**src/rtl/i2cseq_pkg.sv**
```systemverilog
package i2cseq_pkg;

  // register word offsets
  localparam int OFF_ADDR  = 0;
  localparam int OFF_LEN   = 1;
  localparam int OFF_CTRL  = 2;
  localparam int OFF_TCNT  = 3;
  localparam int OFF_GO    = 4;
  localparam int OFF_STAT  = 5;
  localparam int OFF_MASK  = 6;
  localparam int OFF_SRST  = 7;

  // control bit positions
  localparam int CB_RSTART = 1;
  localparam int CB_DIRCHG = 4;
  localparam int CB_ACKDET = 5;

  // status bit positions
  localparam int STAT_W    = 2;
  localparam int SB_DONE   = 0;
  localparam int SB_ACKERR = 1;

  typedef enum logic [2:0] {
    ST_IDLE,
    ST_START,
    ST_BIT,
    ST_ACK,
    ST_TXWAIT,
    ST_STOP
  } seq_state_e;

endpackage

```
**src/rtl/i2cseq_regs.sv**
```systemverilog
module i2cseq_regs
  import i2cseq_pkg::*;
#(
  parameter int ADDR_W = 3,
  parameter int DATA_W = 16,
  parameter int CNT_W  = 8
) (
  input  logic                 clk,
  input  logic                 rst,
  input  logic [ADDR_W-1:0]    reg_addr,
  input  logic                 reg_wr,
  input  logic [DATA_W-1:0]    reg_wdata,
  output logic [DATA_W-1:0]    reg_rdata,
  input  logic                 evt_done,
  input  logic                 evt_ackerr,
  output logic [7:0]           cfg_addr,
  output logic [CNT_W-1:0]     cfg_len1,
  output logic [CNT_W-1:0]     cfg_len2,
  output logic                 cfg_rs,
  output logic                 cfg_dirchg,
  output logic                 cfg_ackdet,
  output logic [CNT_W-1:0]     cfg_tcount,
  output logic                 go,
  output logic                 srst,
  output logic [STAT_W-1:0]    stat,
  output logic [STAT_W-1:0]    mask,
  output logic                 irq
);

  localparam int LEN_W = 2 * CNT_W;

  logic [7:0]        addr_q;
  logic [LEN_W-1:0]  len_q;
  logic              rs_q, dir_q, det_q;
  logic [CNT_W-1:0]  tcnt_q;
  logic [STAT_W-1:0] stat_q, mask_q, set_v, clr_v;
  logic [DATA_W-1:0] ctrl_view;

  function automatic logic hit(input logic [ADDR_W-1:0] a, input int off);
    return a == ADDR_W'(off);
  endfunction

  assign go   = reg_wr && hit(reg_addr, OFF_GO)   && reg_wdata[0];
  assign srst = reg_wr && hit(reg_addr, OFF_SRST) && reg_wdata[0];

  always_comb begin
    set_v            = '0;
    set_v[SB_DONE]   = evt_done;
    set_v[SB_ACKERR] = evt_ackerr;
    clr_v = (reg_wr && hit(reg_addr, OFF_STAT)) ? reg_wdata[STAT_W-1:0] : '0;
    ctrl_view            = '0;
    ctrl_view[CB_RSTART] = rs_q;
    ctrl_view[CB_DIRCHG] = dir_q;
    ctrl_view[CB_ACKDET] = det_q;
  end

  always_ff @(posedge clk) begin
    if (rst) begin
      addr_q    <= '0;
      len_q     <= '0;
      rs_q      <= 1'b0;
      dir_q     <= 1'b0;
      det_q     <= 1'b0;
      tcnt_q    <= '0;
      stat_q    <= '0;
      mask_q    <= '0;
      irq       <= 1'b0;
      reg_rdata <= '0;
    end else begin
      if (reg_wr && hit(reg_addr, OFF_ADDR)) addr_q <= reg_wdata[7:0];
      if (reg_wr && hit(reg_addr, OFF_LEN))  len_q  <= reg_wdata[LEN_W-1:0];
      if (reg_wr && hit(reg_addr, OFF_CTRL)) begin
        rs_q  <= reg_wdata[CB_RSTART];
        dir_q <= reg_wdata[CB_DIRCHG];
        det_q <= reg_wdata[CB_ACKDET];
      end
      if (reg_wr && hit(reg_addr, OFF_TCNT)) tcnt_q <= reg_wdata[CNT_W-1:0];
      if (reg_wr && hit(reg_addr, OFF_MASK)) mask_q <= reg_wdata[STAT_W-1:0];
      // a new event wins over a clear in the same cycle
      stat_q <= (stat_q & ~clr_v) | set_v;
      irq    <= |(stat_q & mask_q);
      if      (hit(reg_addr, OFF_ADDR)) reg_rdata <= DATA_W'(addr_q);
      else if (hit(reg_addr, OFF_LEN))  reg_rdata <= DATA_W'(len_q);
      else if (hit(reg_addr, OFF_CTRL)) reg_rdata <= ctrl_view;
      else if (hit(reg_addr, OFF_TCNT)) reg_rdata <= DATA_W'(tcnt_q);
      else if (hit(reg_addr, OFF_STAT)) reg_rdata <= DATA_W'(stat_q);
      else if (hit(reg_addr, OFF_MASK)) reg_rdata <= DATA_W'(mask_q);
      else                              reg_rdata <= '0;
    end
  end

  assign cfg_addr   = addr_q;
  assign cfg_len1   = len_q[CNT_W-1:0];
  assign cfg_len2   = len_q[LEN_W-1:CNT_W];
  assign cfg_rs     = rs_q;
  assign cfg_dirchg = dir_q;
  assign cfg_ackdet = det_q;
  assign cfg_tcount = tcnt_q;
  assign stat       = stat_q;
  assign mask       = mask_q;

endmodule

```
**src/rtl/i2cseq_engine.sv**
```systemverilog
module i2cseq_engine
  import i2cseq_pkg::*;
#(
  parameter int CNT_W = 8
) (
  input  logic             clk,
  input  logic             rst,
  input  logic             srst,
  input  logic             go,
  input  logic [7:0]       cfg_addr,
  input  logic [CNT_W-1:0] cfg_len1,
  input  logic [CNT_W-1:0] cfg_len2,
  input  logic             cfg_rs,
  input  logic             cfg_dirchg,
  input  logic             cfg_ackdet,
  input  logic [CNT_W-1:0] cfg_tcount,
  input  logic             tick,
  input  logic             sda_in,
  input  logic             tx_valid,
  input  logic [7:0]       tx_data,
  output logic             scl_oe,
  output logic             sda_oe,
  output logic             tx_req,
  output logic             rx_valid,
  output logic [7:0]       rx_data,
  output logic             evt_done,
  output logic             evt_ackerr,
  output logic             busy,
  output seq_state_e       state_o
);

  seq_state_e       st;
  logic [1:0]       q;        // quarter of the current bit
  logic [2:0]       bitn;
  logic [7:0]       sh;
  logic             in_addr, is_rd, phase, ackbit;
  logic [CNT_W-1:0] bytes_left, txns_left, remain;
  logic             txmode;

  assign txmode = in_addr | ~is_rd;
  assign remain = in_addr ? bytes_left : bytes_left - CNT_W'(1);

  always_ff @(posedge clk) begin
    if (rst || srst) begin
      st         <= ST_IDLE;
      q          <= '0;
      bitn       <= '0;
      sh         <= '0;
      in_addr    <= 1'b0;
      is_rd      <= 1'b0;
      phase      <= 1'b0;
      ackbit     <= 1'b0;
      bytes_left <= '0;
      txns_left  <= '0;
      scl_oe     <= 1'b0;
      sda_oe     <= 1'b0;
      rx_valid   <= 1'b0;
      rx_data    <= '0;
      evt_done   <= 1'b0;
      evt_ackerr <= 1'b0;
    end else begin
      rx_valid   <= 1'b0;
      evt_done   <= 1'b0;
      evt_ackerr <= 1'b0;
      unique case (st)
        ST_IDLE: if (go) begin
          st        <= ST_START;
          q         <= '0;
          phase     <= 1'b0;
          txns_left <= cfg_dirchg ? CNT_W'(2)
                     : ((cfg_tcount == '0) ? CNT_W'(1) : cfg_tcount);
        end
        ST_START: if (tick) begin
          q <= q + 2'd1;
          unique case (q)
            2'd0: sda_oe <= 1'b0;
            2'd1: scl_oe <= 1'b0;
            2'd2: sda_oe <= 1'b1;
            default: begin
              scl_oe     <= 1'b1;
              st         <= ST_BIT;
              bitn       <= 3'd7;
              in_addr    <= 1'b1;
              sh         <= cfg_dirchg ? {cfg_addr[7:1], phase} : cfg_addr;
              is_rd      <= cfg_dirchg ? phase : cfg_addr[0];
              bytes_left <= (cfg_dirchg && phase) ? cfg_len2 : cfg_len1;
            end
          endcase
        end
        ST_BIT: if (tick) begin
          q <= q + 2'd1;
          unique case (q)
            2'd0: sda_oe <= txmode ? ~sh[7] : 1'b0;
            2'd1: scl_oe <= 1'b0;
            2'd2: sh     <= {sh[6:0], sda_in};
            default: begin
              scl_oe <= 1'b1;
              if (bitn == 3'd0) st <= ST_ACK;
              else              bitn <= bitn - 3'd1;
            end
          endcase
        end
        ST_ACK: if (tick) begin
          q <= q + 2'd1;
          unique case (q)
            2'd0: begin
              if (txmode) sda_oe <= 1'b0;
              else begin
                sda_oe   <= (bytes_left != CNT_W'(1));
                rx_valid <= 1'b1;
                rx_data  <= sh;
              end
            end
            2'd1: scl_oe <= 1'b0;
            2'd2: ackbit <= sda_in;
            default: begin
              scl_oe <= 1'b1;
              if (txmode && ackbit && cfg_ackdet) begin
                evt_ackerr <= 1'b1;
                txns_left  <= '0;
                st         <= ST_STOP;
              end else begin
                if (!in_addr) bytes_left <= bytes_left - CNT_W'(1);
                in_addr <= 1'b0;
                if (remain != '0) begin
                  bitn <= 3'd7;
                  st   <= is_rd ? ST_BIT : ST_TXWAIT;
                end else begin
                  txns_left <= txns_left - CNT_W'(1);
                  phase     <= ~phase;
                  if (txns_left == CNT_W'(1) || !(cfg_rs || cfg_dirchg))
                    st <= ST_STOP;
                  else
                    st <= ST_START;
                end
              end
            end
          endcase
        end
        ST_TXWAIT: if (tx_valid) begin
          sh <= tx_data;
          st <= ST_BIT;
        end
        ST_STOP: if (tick) begin
          q <= q + 2'd1;
          unique case (q)
            2'd0: sda_oe <= 1'b1;
            2'd1: scl_oe <= 1'b0;
            2'd2: sda_oe <= 1'b0;
            default: begin
              if (txns_left != '0) st <= ST_START;
              else begin
                st       <= ST_IDLE;
                evt_done <= 1'b1;
              end
            end
          endcase
        end
        default: st <= ST_IDLE;
      endcase
    end
  end

  assign tx_req  = (st == ST_TXWAIT);
  assign busy    = (st != ST_IDLE);
  assign state_o = st;

endmodule

```
**src/rtl/i2c_txn_sequencer.sv**
```systemverilog
module i2c_txn_sequencer
  import i2cseq_pkg::*;
#(
  parameter int ADDR_W = 3,
  parameter int DATA_W = 16,
  parameter int CNT_W  = 8
) (
  input  logic              clk,
  input  logic              rst,
  input  logic [ADDR_W-1:0] reg_addr,
  input  logic              reg_wr,
  input  logic [DATA_W-1:0] reg_wdata,
  output logic [DATA_W-1:0] reg_rdata,
  input  logic              tick,
  output logic              scl_oe,
  output logic              sda_oe,
  input  logic              sda_in,
  output logic              tx_req,
  input  logic              tx_valid,
  input  logic [7:0]        tx_data,
  output logic              rx_valid,
  output logic [7:0]        rx_data,
  output logic              irq
);

  logic [7:0]        cfg_addr;
  logic [CNT_W-1:0]  cfg_len1, cfg_len2, cfg_tcount;
  logic              cfg_rs, cfg_dirchg, cfg_ackdet;
  logic              go, srst, evt_done, evt_ackerr, busy;
  logic [STAT_W-1:0] stat, mask;
  seq_state_e        eng_st;

  i2cseq_regs #(.ADDR_W(ADDR_W), .DATA_W(DATA_W), .CNT_W(CNT_W)) u_regs (
    .clk(clk), .rst(rst), .reg_addr(reg_addr), .reg_wr(reg_wr),
    .reg_wdata(reg_wdata), .reg_rdata(reg_rdata),
    .evt_done(evt_done), .evt_ackerr(evt_ackerr),
    .cfg_addr(cfg_addr), .cfg_len1(cfg_len1), .cfg_len2(cfg_len2),
    .cfg_rs(cfg_rs), .cfg_dirchg(cfg_dirchg), .cfg_ackdet(cfg_ackdet),
    .cfg_tcount(cfg_tcount), .go(go), .srst(srst),
    .stat(stat), .mask(mask), .irq(irq)
  );

  i2cseq_engine #(.CNT_W(CNT_W)) u_eng (
    .clk(clk), .rst(rst), .srst(srst), .go(go),
    .cfg_addr(cfg_addr), .cfg_len1(cfg_len1), .cfg_len2(cfg_len2),
    .cfg_rs(cfg_rs), .cfg_dirchg(cfg_dirchg), .cfg_ackdet(cfg_ackdet),
    .cfg_tcount(cfg_tcount), .tick(tick), .sda_in(sda_in),
    .tx_valid(tx_valid), .tx_data(tx_data),
    .scl_oe(scl_oe), .sda_oe(sda_oe), .tx_req(tx_req),
    .rx_valid(rx_valid), .rx_data(rx_data),
    .evt_done(evt_done), .evt_ackerr(evt_ackerr),
    .busy(busy), .state_o(eng_st)
  );

endmodule

```
**config.mk**
```make
export PLATFORM = sky130hd
export DESIGN_NAME = i2c_txn_sequencer
export DESIGN_NICKNAME = d
export VERILOG_FILES = /design/src/rtl/i2cseq_pkg.sv /design/src/rtl/i2cseq_regs.sv /design/src/rtl/i2cseq_engine.sv /design/src/rtl/i2c_txn_sequencer.sv
export SDC_FILE = /design/constraint.sdc
export NUM_CORES = 1
export LEC_CHECK = 0
export CAP_MARGIN = 20
export CORE_MARGIN = 1
export CORE_UTILIZATION = 50
export DETAILED_ROUTE_END_ITERATION = 6
export DONT_BUFFER_PORTS = 1
export MAX_ROUTING_LAYER = met4
export PLACE_DENSITY = 0.63
export SLEW_MARGIN = 15
export SYNTH_ARGS = -nofsm -noshare
export SYNTH_HDL_FRONTEND = slang
export SYNTH_SLANG_ARGS = --single-unit
export TNS_END_PERCENT = 100
```
**constraint.sdc**
```tcl
create_clock -name clk -period 7.3 [get_ports clk]
set_clock_uncertainty 0.1 [all_clocks]
set_input_delay 1.095 -clock clk [delete_from_list [all_inputs] [get_ports clk]]
set_output_delay 1.095 -clock clk [all_outputs]
set_load 0.01 [all_outputs]
```
; After elaboration in Yosys (flattened, before gate mapping)
; Cells that the tools add are included.
[totals]
ff_bits = 105
latch_bits = 0
ram_bits = 0
romBits = 0
in_bits = 33
output_inout_bits = 29
wordCells = 230
memories = 0
[op_classes]
addsub = 4
n_mul = 0
n_div = 0
order_cmp = 0
n_eq_ne = 41
shift = 0
mux = 92
bitwise = 14
reduce_logical = 52
[op_table]
columns = op, count
row1 = $mux W8, 20
row2 = $mux W3, 24
row3 = $mux W16, 4
row4 = $pmux W8 S2, 2
row5 = $mux W1, 27
row6 = $ne A2 B2 Y1 const B, 13
row7 = $pmux W8 S3, 1
row8 = $eq A3 B3 Y1 const B, 6
row9 = $ne A2 B1 Y1 const B, 9
row10 = $pmux W3 S6, 1
row11 = $reduce_and A6 Y1, 3
row12 = $reduce_bool A8 Y1, 2
row13 = $sub A8 B1 Y8 const B, 2
row14 = $logic_and A1 B1 Y1, 13
row15 = $eq A3 B2 Y1 const B, 4
row16 = $pmux W1 S2, 6
row17 = $reduce_or A6 Y1, 2
row18 = $reduce_and A11 Y1, 1
row19 = $reduce_and A10 Y1, 1
row20 = $reduce_and A5 Y1, 2
row21 = $logic_not A3 Y1, 3
row22 = $not A1 Y1, 9
row23 = $pmux W3 S3, 1
row24 = $reduce_and A3 Y1, 3
row25 = 28 further kinds, 44

; Depth between registers and ports, before layout
[logic_depth]
depth_word = 9
depth_mapped = 9
depth_no_buf = 8

; Cells and area by module
; A second synthesis with hierarchy kept.
[hier_totals]
hier_cells = 646
hier_area_um2 = 5226.3
[modules_own_cells]
columns = module, instances, cells_per_inst, area_each_um2, seq_area_each_um2
row1 = i2cseq_engine, 1, 394, 3022.9, 980.9
row2 = i2cseq_regs, 1, 252, 2203.4, 1121.1

; Worst setup path after synthesis
; OpenSTA, ideal clock, no wires.
[synth_timing]
kind = input-to-reg
start = in reg_addr[2]
end = reg u_eng.txns_left[2]
setup_ns = 0.074
arrival_time_ns = 2.567
required_time_ns = 7.126
path_slack_ns = 4.559
stages = 8
path_buffers = 3
cell_sequence = buf_2 > and2_1 > clkbuf_1 > nand4_1 > a21o_1 > clkbuf_1 > or3_1 > a31oi_1
[synth_between]
elab_chain_len = 5
elab_cells_between_ends = 9
classes_between = 3 x eq/ne / 6 x reduce/logical
[synth_rtl]
columns = item, line_no
row1 = "start, declared", i2c_txn_sequencer.sv:10  ; input logic [ADDR_W-1:0] reg_addr,
row2 = $eq A3 B3 Y1, i2cseq_regs.sv:40  ; return a == ADDR_W'(off);
row3 = $logic_and A1 B1 Y1 (2 in a row), i2cseq_regs.sv:43  ; assign go = reg_wr && hit(reg_addr, OFF_GO) && reg_wdata[0];
row4 = $ne A2 B2 Y1 (no line), -
row5 = $reduce_and A5 Y1 (no line), -
row6 = "end signal, assigned", i2cseq_engine.sv:70  ; txns_left <= cfg_dirchg ? CNT_W'(2)
row7 = "end signal, assigned", i2cseq_engine.sv:129  ; txns_left <= txns_left - CNT_W'(1);
row8 = "end, declared", i2cseq_engine.sv:37  ; logic [CNT_W-1:0] bytes_left, txns_left, remain;
; Several ways; a longest one is shown, not always the timed one.
; A chain may end at the register's enable or synchronous reset.

; Worst setup path in the final report
[layout_timing]
start = reg u_eng.st[1], in the netlist u_eng.state_o[1]
end = reg u_eng.txns_left[6]
[layout_between]
elab_chain_len = 3
elab_cells_between_ends = 9
classes_between = 5 x eq/ne / 1 x mux / 3 x reduce/logical
[layout_rtl]
columns = item, line_no
row1 = "start, declared", i2cseq_engine.sv:32  ; seq_state_e st;
row2 = "start signal, assigned", i2cseq_engine.sv:127  ; st <= is_rd ? ST_BIT : ST_TXWAIT;
row3 = $eq A3 B2 Y1 / $logic_not A3 Y1 (equally long branches), i2cseq_engine.sv:65  ; unique case (st)
row4 = $ne A3 B2 Y1 (no line) (tied with other cells), -
row5 = $reduce_and A5 Y1 (no line), -
; Several ways; a longest one is shown, not always the timed one.

==> flow_summary_export.csv <==
group,metric,value,unit
outcome,outcome,"completed",
timing,hold_violations,0,
clocking,tritoncts,"yes",
routing,totalWireLength,13600,µm
yosys,synth_common_cells,"105 x dfxtp_1, 96 x nand2_1, 82 x a21oi_1",
clocking,root_buffer,"clkbuf_8",
yosys,syn_nets,682,
yosys,synth-async-reset-ratio,0,%
yosys,synth_ff_type,"dfxtp_1",
timing,timing.final.crit_share,41.2,%
routing,vias,4545,
routing,wl_per_cell,18.1,µm
setup_path,crit_path_start_kind,"flip-flop",
yosys,synthAdderAreaFrac,2.43,%
timing,setup_violations,0,
power_and_ir_drop,powerDensity,188,nW/µm²
placement,placed_cell_area,5130,µm²
yosys,synth-edff-count,0,
routing,drcViolationCount,0,
setup_path,arrival,3.20,ns
timing,layout_setup_ws,4.30,ns
clocking,cts_buffers,9,
yosys,syn_area,5140,µm²
setup_path,reg2reg_slack,4.30,ns
timing,max_freq,333,MHz
yosys,syn_area_per_cell,8.04,µm²
setup_path,rr_startpoint,"u_eng.state_o[1]",
yosys,synth_area_leaders,"dfxtp_1 41%, a21oi_1 8.0%, nand2_1 7.0%",
placement,dp_cells,732,
clocking,clock_latency,0.38,ns
routing,ant_nets,0,
yosys,synth_top_family_by_area,"simple AND/OR/NAND/NOR gates",
setup_path,setup.worst_path.start,"u_eng.state_o[1]",
floorplanning,core_region_area,9860,µm²
setup_path,critPathMaxFanout,20,
yosys,syn_inst,639,
setup_path,r2r_cells,6,
final_layout,area_growth,3.80,%
clocking,post_cts_buffers,0,
clocking,cts-resized-gates,0,
routing,vias_per_cell,6.07,
timing,setup_tns,0,ns
yosys,synth_top_area_share,40.9,%
timing,relSlewSlack,30.0,%
floorplanning,pin_count,62,
timing,rsz0062_at_grt,"false",
global_routing,grt_overflow_total,0,
global_routing,grt_pass1_wl,21800,µm
power_and_ir_drop,power_leakage,1.80,nW
yosys,synth_seq_area_share,40.9,%
global_routing,grt_usage,27.6,%
job,maxCapViolCount,0,
placement,dp_slack,4.36,ns
timing,fin_crit,3.00,ns
setup_path,r2r_end,"u_eng.txns_left[6]",
clocking,clk_pin_slew,0.11,ns
min_path,hold_class,"flip-flop to flip-flop",
floorplanning,die-area,10700,µm²
power_and_ir_drop,irDropWorstVdd,0.000100,V
clocking,cts_buffer_depth,2,
floorplanning,die_height,103,µm
clocking,hold_buffers,0,
yosys,ys_types,61,
yosys,ys_warn_count,0,
yosys,synthSimpleGateAreaFrac,23.6,%
global_routing,first_global_vias,4137,
routing,dr.pass1.iters,6,
setup_path,path_class,"flip-flop to flip-flop",
setup_path,required,7.49,ns
final_layout,drive_gt1_share,5.36,%
clocking,cts.sinks,105,
setup_path,critPathCapture,"u_eng.txns_left[6]",
placement,gp_congestion,0.896,
timing,slew_violations,0,
timing,worst_pin_slew,1.04,ns
routing,drtIter0Drc,317,
yosys,yosysMostFrequentCell,"dfxtp_1",
global_routing,grt_max_degree,49,
yosys,synth-seq-cells,105,
global_routing,antenna_found_initial,0,
final_layout,n_antenna_cell,0,
final_layout,fin_cells,749,
floorplanning,die_w,103,µm
yosys,synth_xor_area_share,1.19,%
placement,dp_hpwl,9620,µm
clocking,cts-htree-levels,3,
yosys,synth-compound-area-share,22.2,%
yosys,post_synth_mux_area_share,4.94,%
final_layout,fin_area,5330,µm²
floorplanning,fp-row-count,36,
setup_path,worst_setup_path_end_kind,"flip-flop",
yosys,synth_top_cell_by_area,"dfxtp_1",
floorplanning,start_util,52.1,%
final_layout,nets,654,
placement,portBuffers,0,
==> critical path, cell delays in order (launching register included) <==
cell	delay, ns
dfxtp_1	0.72
nor2b_1	0.28
nand2_1	0.45
nor2_1	0.60
a22oi_1	0.18
or3_2	0.44
a21oi_1	0.17
==> registers in the layout, summed over array words and instances, names as in the netlist, 3 cells and up <==
signal	count
u_eng.state_o	3
u_eng.sh	8
u_eng.bytes_left	8
u_eng.rx_data	8
u_eng.txns_left	8
u_regs.cfg_addr	8
u_eng.bitn	3
u_regs.reg_rdata	16
u_regs.cfg_tcount	8
u_regs.len_q	16
==> where the power goes <==
group / total, mW / internal, mW / switching, mW
sequential: 0.593 / 0.580 / 0.0126
combinational: 0.0588 / 0.0216 / 0.0372
clock: 0.352 / 0.146 / 0.206
total: 1.00 / 0.747 / 0.256
==> worst min-delay path by stage <==
stage	cells past startpoint	to	slack [ns]	from
floorplan	2	u_regs.stat[0]	0.31	u_eng.evt_done
global placement	2	u_regs.len_q[10]	0.35	u_regs.len_q[10]
detailed placement	2	u_regs.len_q[8]	0.36	u_regs.len_q[8]
CTS	2	u_regs.len_q[8]	0.38	u_regs.len_q[8]
global route	2	u_regs.len_q[8]	0.39	u_regs.len_q[8]
finish	2	u_regs.stat[1]	0.38	u_eng.evt_ackerr
==> final cells by class <==
cell class | instances | area (µm²)
tap | 133 | 166
clock inverter | 4 | 32.5
inverter | 14 | 52.6
fill | 947 | 4530
multi-input combinational | 478 | 2800
timing repair buffer | 3 | 26.3
clock buffer | 12 | 155
sequential | 105 | 2100
==> routing by layer <==
metal | up-vias | global-route usage (%) | wire, µm
li1 | 2228 | - | -
met1 | 2152 | 38.0 | 6230
met2 | 142 | 40.9 | 6240
met3 | 23 | 4.84 | 792
met4 | 0 | 9.21 | 301
met5 | - | - | 0
==> stage by stage <==
stage | power (mW) | hold slack (ns) | util (%)
2_1_floorplan | 0.657 | 0.313 | -
3_3_place_gp | 0.662 | 0.355 | 51.9
3_5_place_dp | 0.664 | 0.362 | 52.0
4_1_cts | 1.01 | 0.377 | 53.9
5_1_grt | 1.04 | 0.389 | 54.1
6_report | 1.00 | 0.377 | 54.1
==> layout by cell type (no fill, tap or decap), types with 3 or more instances in the layout <==
master	count
dfxtp_1	105
nand2_1	96
a21oi_1	82
nor2_1	60
o21ai_0	27
mux2i_1	22
nand3_1	16
nor3_1	15
a211oi_1	15
inv_1	14
and3_1	12
clkbuf_8	11
ha_1	10
a22o_1	9
and2_1	7
nor2b_1	7
nand2b_1	6
a31oi_1	6
a22oi_1	6
a32oi_1	5
nor4_1	5
or3_1	5
o22ai_1	5
nand3b_1	4
xor2_1	4
o211ai_1	4
or4_1	4
xnor2_1	3
nand4_1	3
or3_2	3
mux2_2	3
==> logic make-up after synthesis <==
kind of cell,count (synthesis)
compound gates,183
xor+xnor,7
fa+ha+maj,10
buf+inv,56
flops,105
mux,25
simple gates,253
Power figures use the tool's default switching activity.
